===== config.mk =====
export PLATFORM = sky130hd
export DESIGN_NAME = split_pwm_dac
export DESIGN_NICKNAME = d
export VERILOG_FILES = /design/src/rtl/split_pwm_pkg.sv /design/src/rtl/pwm_timebase.sv /design/src/rtl/duty_shadow.sv /design/src/rtl/pwm_channel.sv /design/src/rtl/split_pwm_dac.sv
export SDC_FILE = /design/constraint.sdc
export NUM_CORES = 1
export LEC_CHECK = 0
export BUFFER_PORTS_ARGS = -buffer_cell sky130_fd_sc_hd__buf_2
export CAP_MARGIN = 20
export CORE_MARGIN = 2
export CORE_UTILIZATION = 55
export CTS_CLUSTER_SIZE = 25
export DETAILED_ROUTE_END_ITERATION = 7
export PLACE_DENSITY = 0.81
export SLEW_MARGIN = 20
export SYNTH_ARGS = -nofsm -noshare
export SYNTH_HDL_FRONTEND = slang
export SYNTH_HIERARCHICAL = 1
export SYNTH_SLANG_ARGS = --single-unit

===== constraint.sdc =====
create_clock -name clk_i -period 4.8 [get_ports clk_i]
set_input_delay 0.48 -clock clk_i [delete_from_list [all_inputs] [get_ports clk_i]]
set_output_delay 0.48 -clock clk_i [all_outputs]
set_load 0.01 [all_outputs]

===== src/rtl/split_pwm_pkg.sv =====
package split_pwm_pkg;
  localparam int unsigned DEF_CNT_W    = 8;
  localparam int unsigned DEF_SAMPLE_W = 10;

  typedef enum logic {
    CH_COARSE = 1'b0,
    CH_FINE   = 1'b1
  } pwm_ch_e;

  localparam int unsigned NUM_CH = 2;
endpackage


===== src/rtl/pwm_timebase.sv =====
module pwm_timebase #(
  parameter int unsigned CNT_W = split_pwm_pkg::DEF_CNT_W
) (
  input  logic             clk_i,
  input  logic             rst_ni,
  output logic [CNT_W-1:0] cnt_o,
  output logic             wrap_o,
  output logic             adc_start_o,
  output logic             sample_stb_o
);
  localparam logic [CNT_W-1:0] CNT_MAX = {CNT_W{1'b1}};

  logic [CNT_W-1:0] cnt_q;
  logic             adc_q, stb_q;

  assign wrap_o = (cnt_q == CNT_MAX);

  always_ff @(posedge clk_i or negedge rst_ni) begin
    if (!rst_ni) begin
      cnt_q <= '0;
      adc_q <= 1'b0;
      stb_q <= 1'b0;
    end else begin
      cnt_q <= CNT_W'(cnt_q + 1'b1);
      adc_q <= wrap_o;
      stb_q <= wrap_o;
    end
  end

  assign cnt_o        = cnt_q;
  assign adc_start_o  = adc_q;
  assign sample_stb_o = stb_q;

  assert_wrap_zero_R1: assert property (@(posedge clk_i) disable iff (!rst_ni)
    wrap_o |=> (cnt_q == '0));
  assert_start_single_R1: assert property (@(posedge clk_i) disable iff (!rst_ni)
    adc_q |=> !adc_q);
  assert_start_at_zero_R1: assert property (@(posedge clk_i) disable iff (!rst_ni)
    adc_q |-> (cnt_q == '0));
endmodule


===== src/rtl/duty_shadow.sv =====
module duty_shadow #(
  parameter int unsigned     SAMPLE_W = split_pwm_pkg::DEF_SAMPLE_W,
  parameter logic [SAMPLE_W-1:0] RST_VAL = {1'b1, {(SAMPLE_W-1){1'b0}}}
) (
  input  logic                clk_i,
  input  logic                rst_ni,
  input  logic                we_i,
  input  logic [SAMPLE_W-1:0] data_i,
  output logic [SAMPLE_W-1:0] q_o
);
  logic [SAMPLE_W-1:0] q_q;

  always_ff @(posedge clk_i or negedge rst_ni) begin
    if (!rst_ni)   q_q <= RST_VAL;
    else if (we_i) q_q <= data_i;
  end

  assign q_o = q_q;

  assert_shadow_write_R8: assert property (@(posedge clk_i) disable iff (!rst_ni)
    we_i |=> (q_q == $past(data_i)));
  assert_shadow_hold_R7: assert property (@(posedge clk_i) disable iff (!rst_ni)
    !we_i |=> $stable(q_q));
endmodule


===== src/rtl/pwm_channel.sv =====
module pwm_channel #(
  parameter int unsigned      CNT_W   = split_pwm_pkg::DEF_CNT_W,
  parameter logic [CNT_W-1:0] RST_CMP = '0
) (
  input  logic             clk_i,
  input  logic             rst_ni,
  input  logic [CNT_W-1:0] cnt_i,
  input  logic             wrap_i,
  input  logic [CNT_W-1:0] cmp_next_i,
  output logic             pwm_o
);
  localparam logic PWM_RST = (RST_CMP == '0);

  logic [CNT_W-1:0] cmp_q, cmp_d, cnt_d;
  logic             pwm_q;

  // values valid in the coming cycle
  assign cnt_d = CNT_W'(cnt_i + 1'b1);
  assign cmp_d = wrap_i ? cmp_next_i : cmp_q;

  always_ff @(posedge clk_i or negedge rst_ni) begin
    if (!rst_ni) begin
      cmp_q <= RST_CMP;
      pwm_q <= PWM_RST;
    end else begin
      cmp_q <= cmp_d;
      pwm_q <= (cnt_d >= cmp_d);
    end
  end

  assign pwm_o = pwm_q;

  assert_load_at_wrap_R7: assert property (@(posedge clk_i) disable iff (!rst_ni)
    wrap_i |=> (cmp_q == $past(cmp_next_i)));
  assert_hold_mid_R7: assert property (@(posedge clk_i) disable iff (!rst_ni)
    !wrap_i |=> $stable(cmp_q));
  assert_inverted_low_R3: assert property (@(posedge clk_i) disable iff (!rst_ni)
    !pwm_q |-> (cnt_i < cmp_q));
  assert_zero_high_R5: assert property (@(posedge clk_i) disable iff (!rst_ni)
    (cmp_q == '0) |-> pwm_q);
endmodule


===== src/rtl/split_pwm_dac.sv =====
module split_pwm_dac #(
  parameter int unsigned CNT_W    = split_pwm_pkg::DEF_CNT_W,
  parameter int unsigned SAMPLE_W = split_pwm_pkg::DEF_SAMPLE_W
) (
  input  logic                clk_i,
  input  logic                rst_ni,
  input  logic                sample_we_i,
  input  logic [SAMPLE_W-1:0] sample_i,
  output logic                coarse_pwm_o,
  output logic                fine_pwm_o,
  output logic                adc_start_o,
  output logic                sample_stb_o
);
  import split_pwm_pkg::*;

  localparam int unsigned FINE_W = SAMPLE_W - CNT_W;
  localparam logic [SAMPLE_W-1:0] MID_SAMPLE = {1'b1, {(SAMPLE_W-1){1'b0}}};
  localparam logic [CNT_W-1:0] RST_COARSE = MID_SAMPLE[SAMPLE_W-1 -: CNT_W];
  localparam logic [CNT_W-1:0] RST_FINE   = CNT_W'(MID_SAMPLE[FINE_W-1:0]);

  logic [CNT_W-1:0]    cnt;
  logic                wrap;
  logic [SAMPLE_W-1:0] held;
  logic [NUM_CH-1:0]   pwm;

  pwm_timebase #(.CNT_W(CNT_W)) i_timebase (
    .clk_i       (clk_i),
    .rst_ni      (rst_ni),
    .cnt_o       (cnt),
    .wrap_o      (wrap),
    .adc_start_o (adc_start_o),
    .sample_stb_o(sample_stb_o)
  );

  duty_shadow #(.SAMPLE_W(SAMPLE_W), .RST_VAL(MID_SAMPLE)) i_shadow (
    .clk_i (clk_i),
    .rst_ni(rst_ni),
    .we_i  (sample_we_i),
    .data_i(sample_i),
    .q_o   (held)
  );

  for (genvar ch = 0; ch < NUM_CH; ch++) begin : g_ch
    logic [CNT_W-1:0] cmp_src;
    if (ch == int'(CH_COARSE)) begin : g_coarse
      assign cmp_src = held[SAMPLE_W-1 -: CNT_W];
      pwm_channel #(.CNT_W(CNT_W), .RST_CMP(RST_COARSE)) i_chan (
        .clk_i(clk_i), .rst_ni(rst_ni), .cnt_i(cnt), .wrap_i(wrap),
        .cmp_next_i(cmp_src), .pwm_o(pwm[ch])
      );
    end else begin : g_fine
      assign cmp_src = CNT_W'(held[FINE_W-1:0]);
      pwm_channel #(.CNT_W(CNT_W), .RST_CMP(RST_FINE)) i_chan (
        .clk_i(clk_i), .rst_ni(rst_ni), .cnt_i(cnt), .wrap_i(wrap),
        .cmp_next_i(cmp_src), .pwm_o(pwm[ch])
      );
    end
  end

  assign coarse_pwm_o = pwm[CH_COARSE];
  assign fine_pwm_o   = pwm[CH_FINE];

  assert_strobe_pair_R2: assert property (@(posedge clk_i) disable iff (!rst_ni)
    sample_stb_o |=> !sample_stb_o);
endmodule


=== Word level (Yosys, flattened, before mapping) ===
Index checks and enable logic that the tools add are counted.

* Word-level logic and storage cells: 13
* Input bits: 13
* Flip-flop bits (word level): 37
* Output and inout port bits: 4

* Equal/unequal tests: 1
* Multiplexer cells: 2
* $add $sub $neg: 1
* Magnitude comparators: 2

{| class="wikitable"
|+ Operator list
! operator !! number
|-
| greater-or-equal comparator 8 bit || 2
|-
| two-way mux 8 bit || 2
|-
| adder 8 x 1 -> 8 bit (second input constant) || 1
|-
| == test 8 bit (second input constant) || 1
|}

=== Depth between registers and ports, before layout ===
Gate-level depths: netlist of run 1.

* Depth in word-level cells: 3
* Gate-level depth with buffers: 10
* Gate-level depth less buffers: 9

=== Hierarchy ===
The synthesis of run 1 kept the hierarchy.

{| class="wikitable"
|+ By module, submodules not included
! module !! area an instance (um2) !! cells an instance !! seq. area each (um2) !! instances
|-
| pwm_channel || 611.8 || 57 || 226.5 || 2
|-
| duty_shadow || 412.9 || 21 || 251.5 || 1
|-
| pwm_timebase || 356.6 || 28 || 225.2 || 1
|-
| split_pwm_dac || 3.8 || 1 || 0.0 || 1
|}

=== Worst setup path before layout of run 1 ===
Ideal clock, no wire load.

* Path type: flip-flop to flip-flop
* Start: register i_timebase.cnt_q[0], in the netlist i_timebase/cnt_o[0]
* End: register g_ch[0].g_coarse.i_chan.pwm_q
* Required time: 4664 ps
* Period minus slack after synthesis: 2472 ps
* Library setup time: 136 ps
* Setup slack: 2328 ps
* Arrival: 2336 ps
* Cell stages (with the launch flop): 11
* Buffers on the path: 1
* Cells stage by stage: dfrtp_1 > ha_1 > nand2_1 > nor2_1 > and3_1 > buf_2 > mux2i_1 > ha_1 > a21o_1 > a221oi_1 > o21ai_0

* Cells in the longest elaborated chain, start to end: 3
* Elaborated cells between the ends (all ways): 4
* Classes of those cells: add/sub (1); order compare (1); eq/ne (1); mux (1)

{| class="wikitable"
|+ RTL lines
! element !! RTL line !! RTL
|-
| start: declaration || pwm_timebase.sv:13 || <nowiki>logic [CNT_W-1:0] cnt_q;</nowiki>
|-
| start signal: assignment || pwm_timebase.sv:24 || <nowiki>cnt_q <= CNT_W'(cnt_q + 1'b1);</nowiki>
|-
| == test 8 bit || pwm_timebase.sv:16 || <nowiki>assign wrap_o = (cnt_q == CNT_MAX);</nowiki>
|-
| named net wrap || split_pwm_dac.sv:22 || <nowiki>logic wrap;</nowiki>
|-
| two-way mux 8 bit || pwm_channel.sv:19 || <nowiki>assign cmp_d = wrap_i ? cmp_next_i : cmp_q;</nowiki>
|-
| greater-or-equal comparator 8 bit || pwm_channel.sv:27 || <nowiki>pwm_q <= (cnt_d >= cmp_d);</nowiki>
|-
| end signal: assignment || pwm_channel.sv:27 ||
|-
| end: declaration || pwm_channel.sv:15 || <nowiki>logic pwm_q;</nowiki>
|}

The timed path passes the listed nets, and every way through them passes these cells.
A chain may end at the register's enable or synchronous reset.

=== Worst setup path in the final report of run 1 ===
Ends and elaborated chain as after synthesis.

==> impl_metrics.ini, run 1 <==
[run_status]
status = finished, final reports clean

[place]
dpl_cell_area_um2 = 2125
portBuffers = 16
place_ws_ns = 1.552
hpwl_um = 2283
placed_cells = 227
place_congestion = 0.8043

[critical_path]
cp-start-kind = flip-flop
endpoint_kind = flip-flop
rr_worst_depth = 9
worst-path-buf-inv = 0
crit_path_max_incr_delay_ns = 0.86
path_class = reg -> reg
crit_fanout = 17
cp_cell_sequence = ha_1 > nand2_1 > nor2_1 > and3_1 > mux2i_1 > ha_1 > and3_1 > a221oi_1 > o21ai_0
cp_top_family = simple AND/OR/NAND/NOR gates
worstPathRequired_ns = 5.01
crit_arrival_ns = 3.53
path_depth = 9
cpMaxStageDelayCell = and3_1

[clock_tree]
cts_setup_buffers = 0
cts_sinks = 37
cts_hold_buffers = 0
clockRootBuffer = clkbuf_4
cts_buffer_depth = 2
htree_num_levels = 2
cts_tree = yes
cts_buffers = 5
cts.clk_slew.worst_paths_ns = 0.11
postCtsResizedCells = 0
clk_latency_ns = 0.34

[timing]
timing.setup.tns_ns = 0
fmax_mhz = 301.3
rsz0062_at_grt = false
skew_ns = 0.009867
worst_pin_slew_ns = 1.009
period_minus_slack_ns = 3.318
setup_viol = 0
setup_slack_ns = 1.482
period_share_pct = 69.13
slew_viol_final = 0
relSlewSlack_pct = 32.76
hold_viol = 0

[drt]
highest_layer = met4
firstDrtPassIters = 4
routed-wl-met2_um = 1488
wl_met1_um = 1490
ant_nets = 0
wirelength_um = 3138
wl_per_cell_um = 13.35
vias_per_cell = 5.162
route.detailed.drc = 0
num_vias = 1213
drt_iter0_drc = 56
route.met3.wl_um = 103

[power_and_ir_drop]
combPwrFrac_pct = 5.7
powerDensity_nw_per_um2 = 232.7
ir_worst_vdd_mv = 0.1877
clockPowerShare_pct = 30.0
p_seq_share_pct = 64.3
p_leak_uw = 0.001119
netSwitchingPower_uw = 113.5
switching_share_pct = 22.43
internal_power_uw = 392.7

[cells_and_area]
fillers = 258
layout-drive-gt1-share_pct = 23.28
instances_no_fill = 235
final_cell_area_um2 = 2176
area_growth_pct = 8.960
final_util_pct = 63.70
regArea_um2 = 929.6
final_nets = 220
multi_input_area_um2 = 997.2
antennaDiodeCount = 0

[synth]
yosys.area_share.simple_pct = 9.085
synthAdderAreaFrac_pct = 11.90
synth_xor_xnor_area_share_pct = 7.895
synth.mux.area_fraction_pct = 15.66
synth_ff_type = dfrtp_1
synthDistinctLibCells = 24
synth_top_family_by_area = multiplexers
yosys.area.top_type_share_pct = 42.61
yosysTopAreaCell = dfrtp_1
synth_area_um2 = 1997
synth-compound-area-share_pct = 4.261
synthCells = 164
syn_avg_cell_area_um2 = 12.18
netlist_top_cells_count = dfrtp_1, ha_1, inv_1, mux2i_1, mux2_4
ys_seq_area_share_pct = 46.55
yosysWarnings = 6
synthArstFlopShare_pct = 100.0
synth-seq-cells = 37
synth_edf_count = 0
post-synth-top-count-cell = dfrtp_1
synth_area_leaders = dfrtp_1, ha_1, mux2_4

[grt]
grt_max_degree = 38
gr-total-overflow = 0
antenna_found_initial = 0
grt_pass1_vias = 1279
grt_pass1_wl_um = 5561
grt_usage_pct = 17.77

[floorplanning]
start_util_pct = 58.46
num_rows = 21
die_x_um = 64.26
chipHeight_um = 64.26
dieArea_um2 = 4129
ios = 17
core_area_um2 = 3416

[min_path]
hold_class = in -> async

[job]
maxCapViolCount = 0
[cell usage in the layout (no fill, tap or decap), types with 8 or more instances in the layout]
master,n
dfrtp_1,34
ha_1,19
inv_1,16
buf_2,16
mux2i_1,14
mux2_4,10
xor2_1,9
xnor2_1,9
nand3_1,8
[registers in the layout (all words and copies together), names as in the netlist]
name                        cells
i_timebase/cnt_o                8
g_ch.g_fine.i_chan/cmp_q        8
i_shadow/q_o                   10
i_timebase/sample_stb_o         1
g_ch.g_coarse.i_chan/cmp_q      8
g_ch.g_coarse.i_chan/pwm_o      1
g_ch.g_fine.i_chan/pwm_o        1
[logic make-up after synthesis]
logic type      count (synthesis)
simple gates                   31
fa+ha+maj                      19
mux                            26
compound gates                 12
flops                          37
buf+inv                        20
xor+xnor                       18
other cells                     1
[worst reg2reg max path: stages, from the launching register on]
cell and delay, ns:
dfrtp_1 0.56, ha_1 0.27, nand2_1 0.07, nor2_1 0.19, and3_1 0.86, mux2i_1 0.39
ha_1 0.29, and3_1 0.19, a221oi_1 0.23, o21ai_0 0.13
[area by class of cell]
class / count / share of cell area, %
inverter: 16 / 2.760
clock inverter: 2 / 0.4600
timing repair buffer: 16 / 3.680
tap: 46 / 2.645
clock buffer: 6 / 1.898
sequential: 37 / 42.73
multi-input combinational: 112 / 45.83
[layer usage]
layer	vias to the layer above	GRT usage (%)
met1	585	21.75
met5	-	0
li1	603	-
met3	7	4.930
met2	18	29.04
met4	0	8.245
[per-stage QoR]
step | hold WS (ns) | power (uW)
after detailed placement | 0.4716 | 360.4
after floorplan | 0.1844 | 347.2
after global routing | 0.2711 | 531.4
after CTS | 0.2322 | 514.0
final | 0.2105 | 506.2
after global placement | 0.4731 | 358.8
[worst paths after layout]
path	start	end	slack, ns
max in group asynchronous	rst_ni	i_shadow/q_o[6]$_DFFE_PN0P_	4.09
min	rst_ni	i_timebase/cnt_o[1]$_DFF_PN0_	0.21
max reg2reg	i_timebase/cnt_o[0]$_DFF_PN0_	g_ch[0].g_coarse.i_chan/pwm_o$_DFF_PN0_	1.48
min reg2reg	g_ch[0].g_coarse.i_chan/cmp_q[5]$_DFF_PN0_	g_ch[0].g_coarse.i_chan/cmp_q[5]$_DFF_PN0_	0.49
min in group clk_i	sample_i[7]	i_shadow/q_o[7]$_DFFE_PN0P_	0.37
max	i_timebase/cnt_o[0]$_DFF_PN0_	g_ch[0].g_coarse.i_chan/pwm_o$_DFF_PN0_	1.48
[power by group through the flow]
stage / registers, uW / logic, uW / clock network, uW
after floorplan: 330 / 17.3 / 0
after global placement: 331 / 27.7 / 0
after detailed placement: 331 / 29.0 / 0
after CTS: 326 / 29.5 / 159
after global routing: 327 / 32.1 / 173
final: 325 / 28.8 / 152
Note: power is estimated with default switching activity, not from simulation.
==> run 2: changes to the inputs <==
--- a/config.mk
+++ b/config.mk
@@ -5,13 +5,14 @@
 export SDC_FILE = /design/constraint.sdc
 export NUM_CORES = 1
 export LEC_CHECK = 0
+export ABC_AREA = 1
 export BUFFER_PORTS_ARGS = -buffer_cell sky130_fd_sc_hd__buf_2
 export CAP_MARGIN = 20
 export CORE_MARGIN = 2
-export CORE_UTILIZATION = 55
+export CORE_UTILIZATION = 53
 export CTS_CLUSTER_SIZE = 25
 export DETAILED_ROUTE_END_ITERATION = 7
-export PLACE_DENSITY = 0.81
+export PLACE_DENSITY = 0.82
 export SLEW_MARGIN = 20
 export SYNTH_ARGS = -nofsm -noshare
 export SYNTH_HDL_FRONTEND = slang
==> constraint.sdc (replaced) <==
create_clock -name clk_i -period 2.88 [get_ports clk_i]
set_input_delay 0.288 -clock clk_i [delete_from_list [all_inputs] [get_ports clk_i]]
set_output_delay 0.288 -clock clk_i [all_outputs]
set_load 0.01 [all_outputs]
==> run 2 against run 1 <==
- sequential power rose by 66%
- critical path depth rose by 4
- register-to-register slack got worse by 1.1 ns
- highest routed layer unchanged
- critical path type unchanged
- combinational power rose by 40%
- count of clock-buffer cells in the layout did not move
- synthesized cell count rose by 63%
- synthesized area rose by 6.9%
- worst setup slack got worse by 1.1 ns
==> impl_metrics.ini, run 2 <==
[drt]
vias_per_cell = 4.684
drt_iter0_drc = 63
ant_nets = 0
firstDrtPassIters = 5
wirelength_um = 3694
num_vias = 1616
route.detailed.drc = 0
wl_per_cell_um = 10.71

[critical_path]
cp_cell_sequence = ha_1 > nand3_2 > nor2_2 > nand2_1 > nor2_2 > buf_4 > nand2_1 > o21ai_0 > ha_1 > a21oi_1 > nand2_1 > nand2_1 > nand2_1
crit_fanout = 13
r2r_setup_slack_ns = 0.35
cp_top_family = simple AND/OR/NAND/NOR gates
cp-start-kind = flip-flop
path_common_cell = nand2_1
path_class = reg -> reg
rr_worst_depth = 13
cpMaxStageDelayCell = dfrtp_1
worstPathRequired_ns = 3.10
worst-path-buf-inv = 1
crit_path_max_incr_delay_ns = 0.51
crit_arrival_ns = 2.74
worstReg2RegStart = i_timebase/cnt_o[0]$_DFF_PN0_
endpoint_kind = flip-flop
r2r_end = g_ch[1].g_fine.i_chan/pwm_o$_DFF_PN1_

[cells_and_area]
multi_input_area_um2 = 993.5
area_growth_pct = 10.90
final_cell_area_um2 = 2367
antennaDiodeCount = 0
instances_no_fill = 345
final_common_cell = nand2_1
final_nets = 326
largest_register_ffs = 10
layout-drive-gt1-share_pct = 14.58
final_cell_mix = nand2_1, inv_1, dfrtp_1
fillers = 334
regArea_um2 = 929.6

[synth]
yosysTopAreaCell = dfrtp_1
yosysWarnings = 6
ys_seq_area_share_pct = 43.55
synthDistinctLibCells = 22
synth-seq-cells = 37
post-synth-top-count-cell = nand2_1
synth_ff_type = dfrtp_1
synthCells = 267
synthArstFlopShare_pct = 100.0
netlist_top_cells_count = nand2_1, inv_1, dfrtp_1, nor2_1, ha_1
syn_avg_cell_area_um2 = 7.995
yosys.area.top_type_share_pct = 39.86
synth_area_leaders = dfrtp_1, nand2_1, ha_1
synth_area_um2 = 2135
synth_edf_count = 0

[grt]
grt_usage_pct = 19.94
grt_max_degree = 38
gr-total-overflow = 0
grt_pass1_wl_um = 6699
antenna_found_initial = 0
grt_pass1_vias = 1624

[timing]
rsz0062_at_grt = false
setup_slack_ns = 0.3538
skew_ns = 0.006000
hold_viol = 0
period_share_pct = 87.71
setup_viol = 0
worst_pin_slew_ns = 0.8094
period_minus_slack_ns = 2.526
relSlewSlack_pct = 46.04
fmax_mhz = 395.9
slew_viol_final = 0
timing.setup.tns_ns = 0

[clock_tree]
cts_sinks = 37
htree_num_levels = 2
clockRootBuffer = clkbuf_8
postCtsResizedCells = 0
cts.clk_slew.worst_paths_ns = 0.07
cts_buffers = 5
clk_latency_ns = 0.29
cts_hold_buffers = 0
cts_buffer_depth = 2
cts_setup_buffers = 0
cts_tree = yes

[floorplanning]
start_util_pct = 54.14
chipHeight_um = 67.46
dieArea_um2 = 4551
die_x_um = 67.46
ios = 17
core_area_um2 = 3943
num_rows = 23

[min_path]
hold_class = in -> async

[place]
place_ws_ns = 0.3806
place_congestion = 0.8070
dpl_cell_area_um2 = 2280
placed_cells = 337
hpwl_um = 2811
portBuffers = 16

[job]
maxCapViolCount = 0

[run_status]
status = finished, final reports clean

[power_and_ir_drop]
p_leak_uw = 0.001331
powerDensity_nw_per_um2 = 393.5
total_power_uw = 931.6
ir_worst_vdd_mv = 0.3293
[run 2: where the power goes]
group | internal, uW | total (uW) | leakage [uW] | switching (uW)
logic | 13.7 | 40.4 | 0.000823 | 26.7
registers | 533 | 539 | 0.000471 | 6.64
clock network | 170 | 352 | 0.0000374 | 181
total | 717 | 932 | 0.00133 | 215
[run 2: cell type report]
| cell class | instances | area share, % |
|---|---|---|
| well taps | 50 | 2.643 |
| multi-input cells | 180 | 41.97 |
| clock inverters | 2 | 0.6342 |
| flip-flops and latches | 37 | 39.27 |
| repair buffers | 19 | 4.334 |
| clock buffers | 6 | 3.066 |
| inverters | 51 | 8.087 |
[run 2: worst register-to-register path: stages (launching register included)]
cell and delay (ns):
dfrtp_1 0.51, ha_1 0.25, nand3_2 0.12, nor2_2 0.14
nand2_1 0.07, nor2_2 0.23, buf_4 0.25, nand2_1 0.08
o21ai_0 0.14, ha_1 0.31, a21oi_1 0.17, nand2_1 0.09
nand2_1 0.06, nand2_1 0.05
[run 2: worst max path at each step]
stage | startpoint | end | slack (ns) | cells past startpoint
after global routing | i_timebase/cnt_o[0]$_DFF_PN0_ | g_ch[1].g_fine.i_chan/pwm_o$_DFF_PN1_ | 0.10 | 13
after global placement | i_timebase/cnt_o[0]$_DFF_PN0_ | g_ch[0].g_coarse.i_chan/pwm_o$_DFF_PN0_ | 0.51 | 14
final | i_timebase/cnt_o[0]$_DFF_PN0_ | g_ch[1].g_fine.i_chan/pwm_o$_DFF_PN1_ | 0.35 | 13
after floorplan | i_timebase/cnt_o[0]$_DFF_PN0_ | g_ch[0].g_coarse.i_chan/pwm_o$_DFF_PN0_ | 0.40 | 13
after detailed placement | i_timebase/cnt_o[0]$_DFF_PN0_ | g_ch[0].g_coarse.i_chan/pwm_o$_DFF_PN0_ | 0.38 | 14
after CTS | i_timebase/cnt_o[0]$_DFF_PN0_ | g_ch[0].g_coarse.i_chan/pwm_o$_DFF_PN0_ | 0.38 | 14
[run 2: kinds of logic (layout without fill, tap and decap cells)]
| group | after synthesis | in the layout | synth area share, % |
|---|---|---|---|
| AOI/OAI and AO/OA | 22 | 22 | 6.447 |
| xor gates and xnor gates | 9 | 9 | 3.693 |
| adders and majority gates | 19 | 19 | 11.14 |
| buffers and inverters | 55 | 78 | 10.90 |
| DFF | 37 | 37 | 43.55 |
| muxes | 2 | 2 | 1.055 |
| other | 1 | 6 | 0.1757 |
| and+or+nand+nor | 122 | 122 | 23.04 |
[run 2: stage by stage]
step | hold WS (ns) | util [%]
after detailed placement | 0.4302 | 57.82
after global placement | 0.4228 | 57.82
after CTS | 0.1186 | 60.04
after floorplan | -0.007591 | -
final | 0.08838 | 60.04
after global routing | 0.1376 | 60.04
[run 2: layer usage]
layer	vias to the layer above	share of wire, %	GRT usage, %
li1	854	-	-
met2	22	50	36.15
met5	-	0	0
met1	732	45	21.89
met4	0	1.8	7.653
met3	8	2.8	5.500
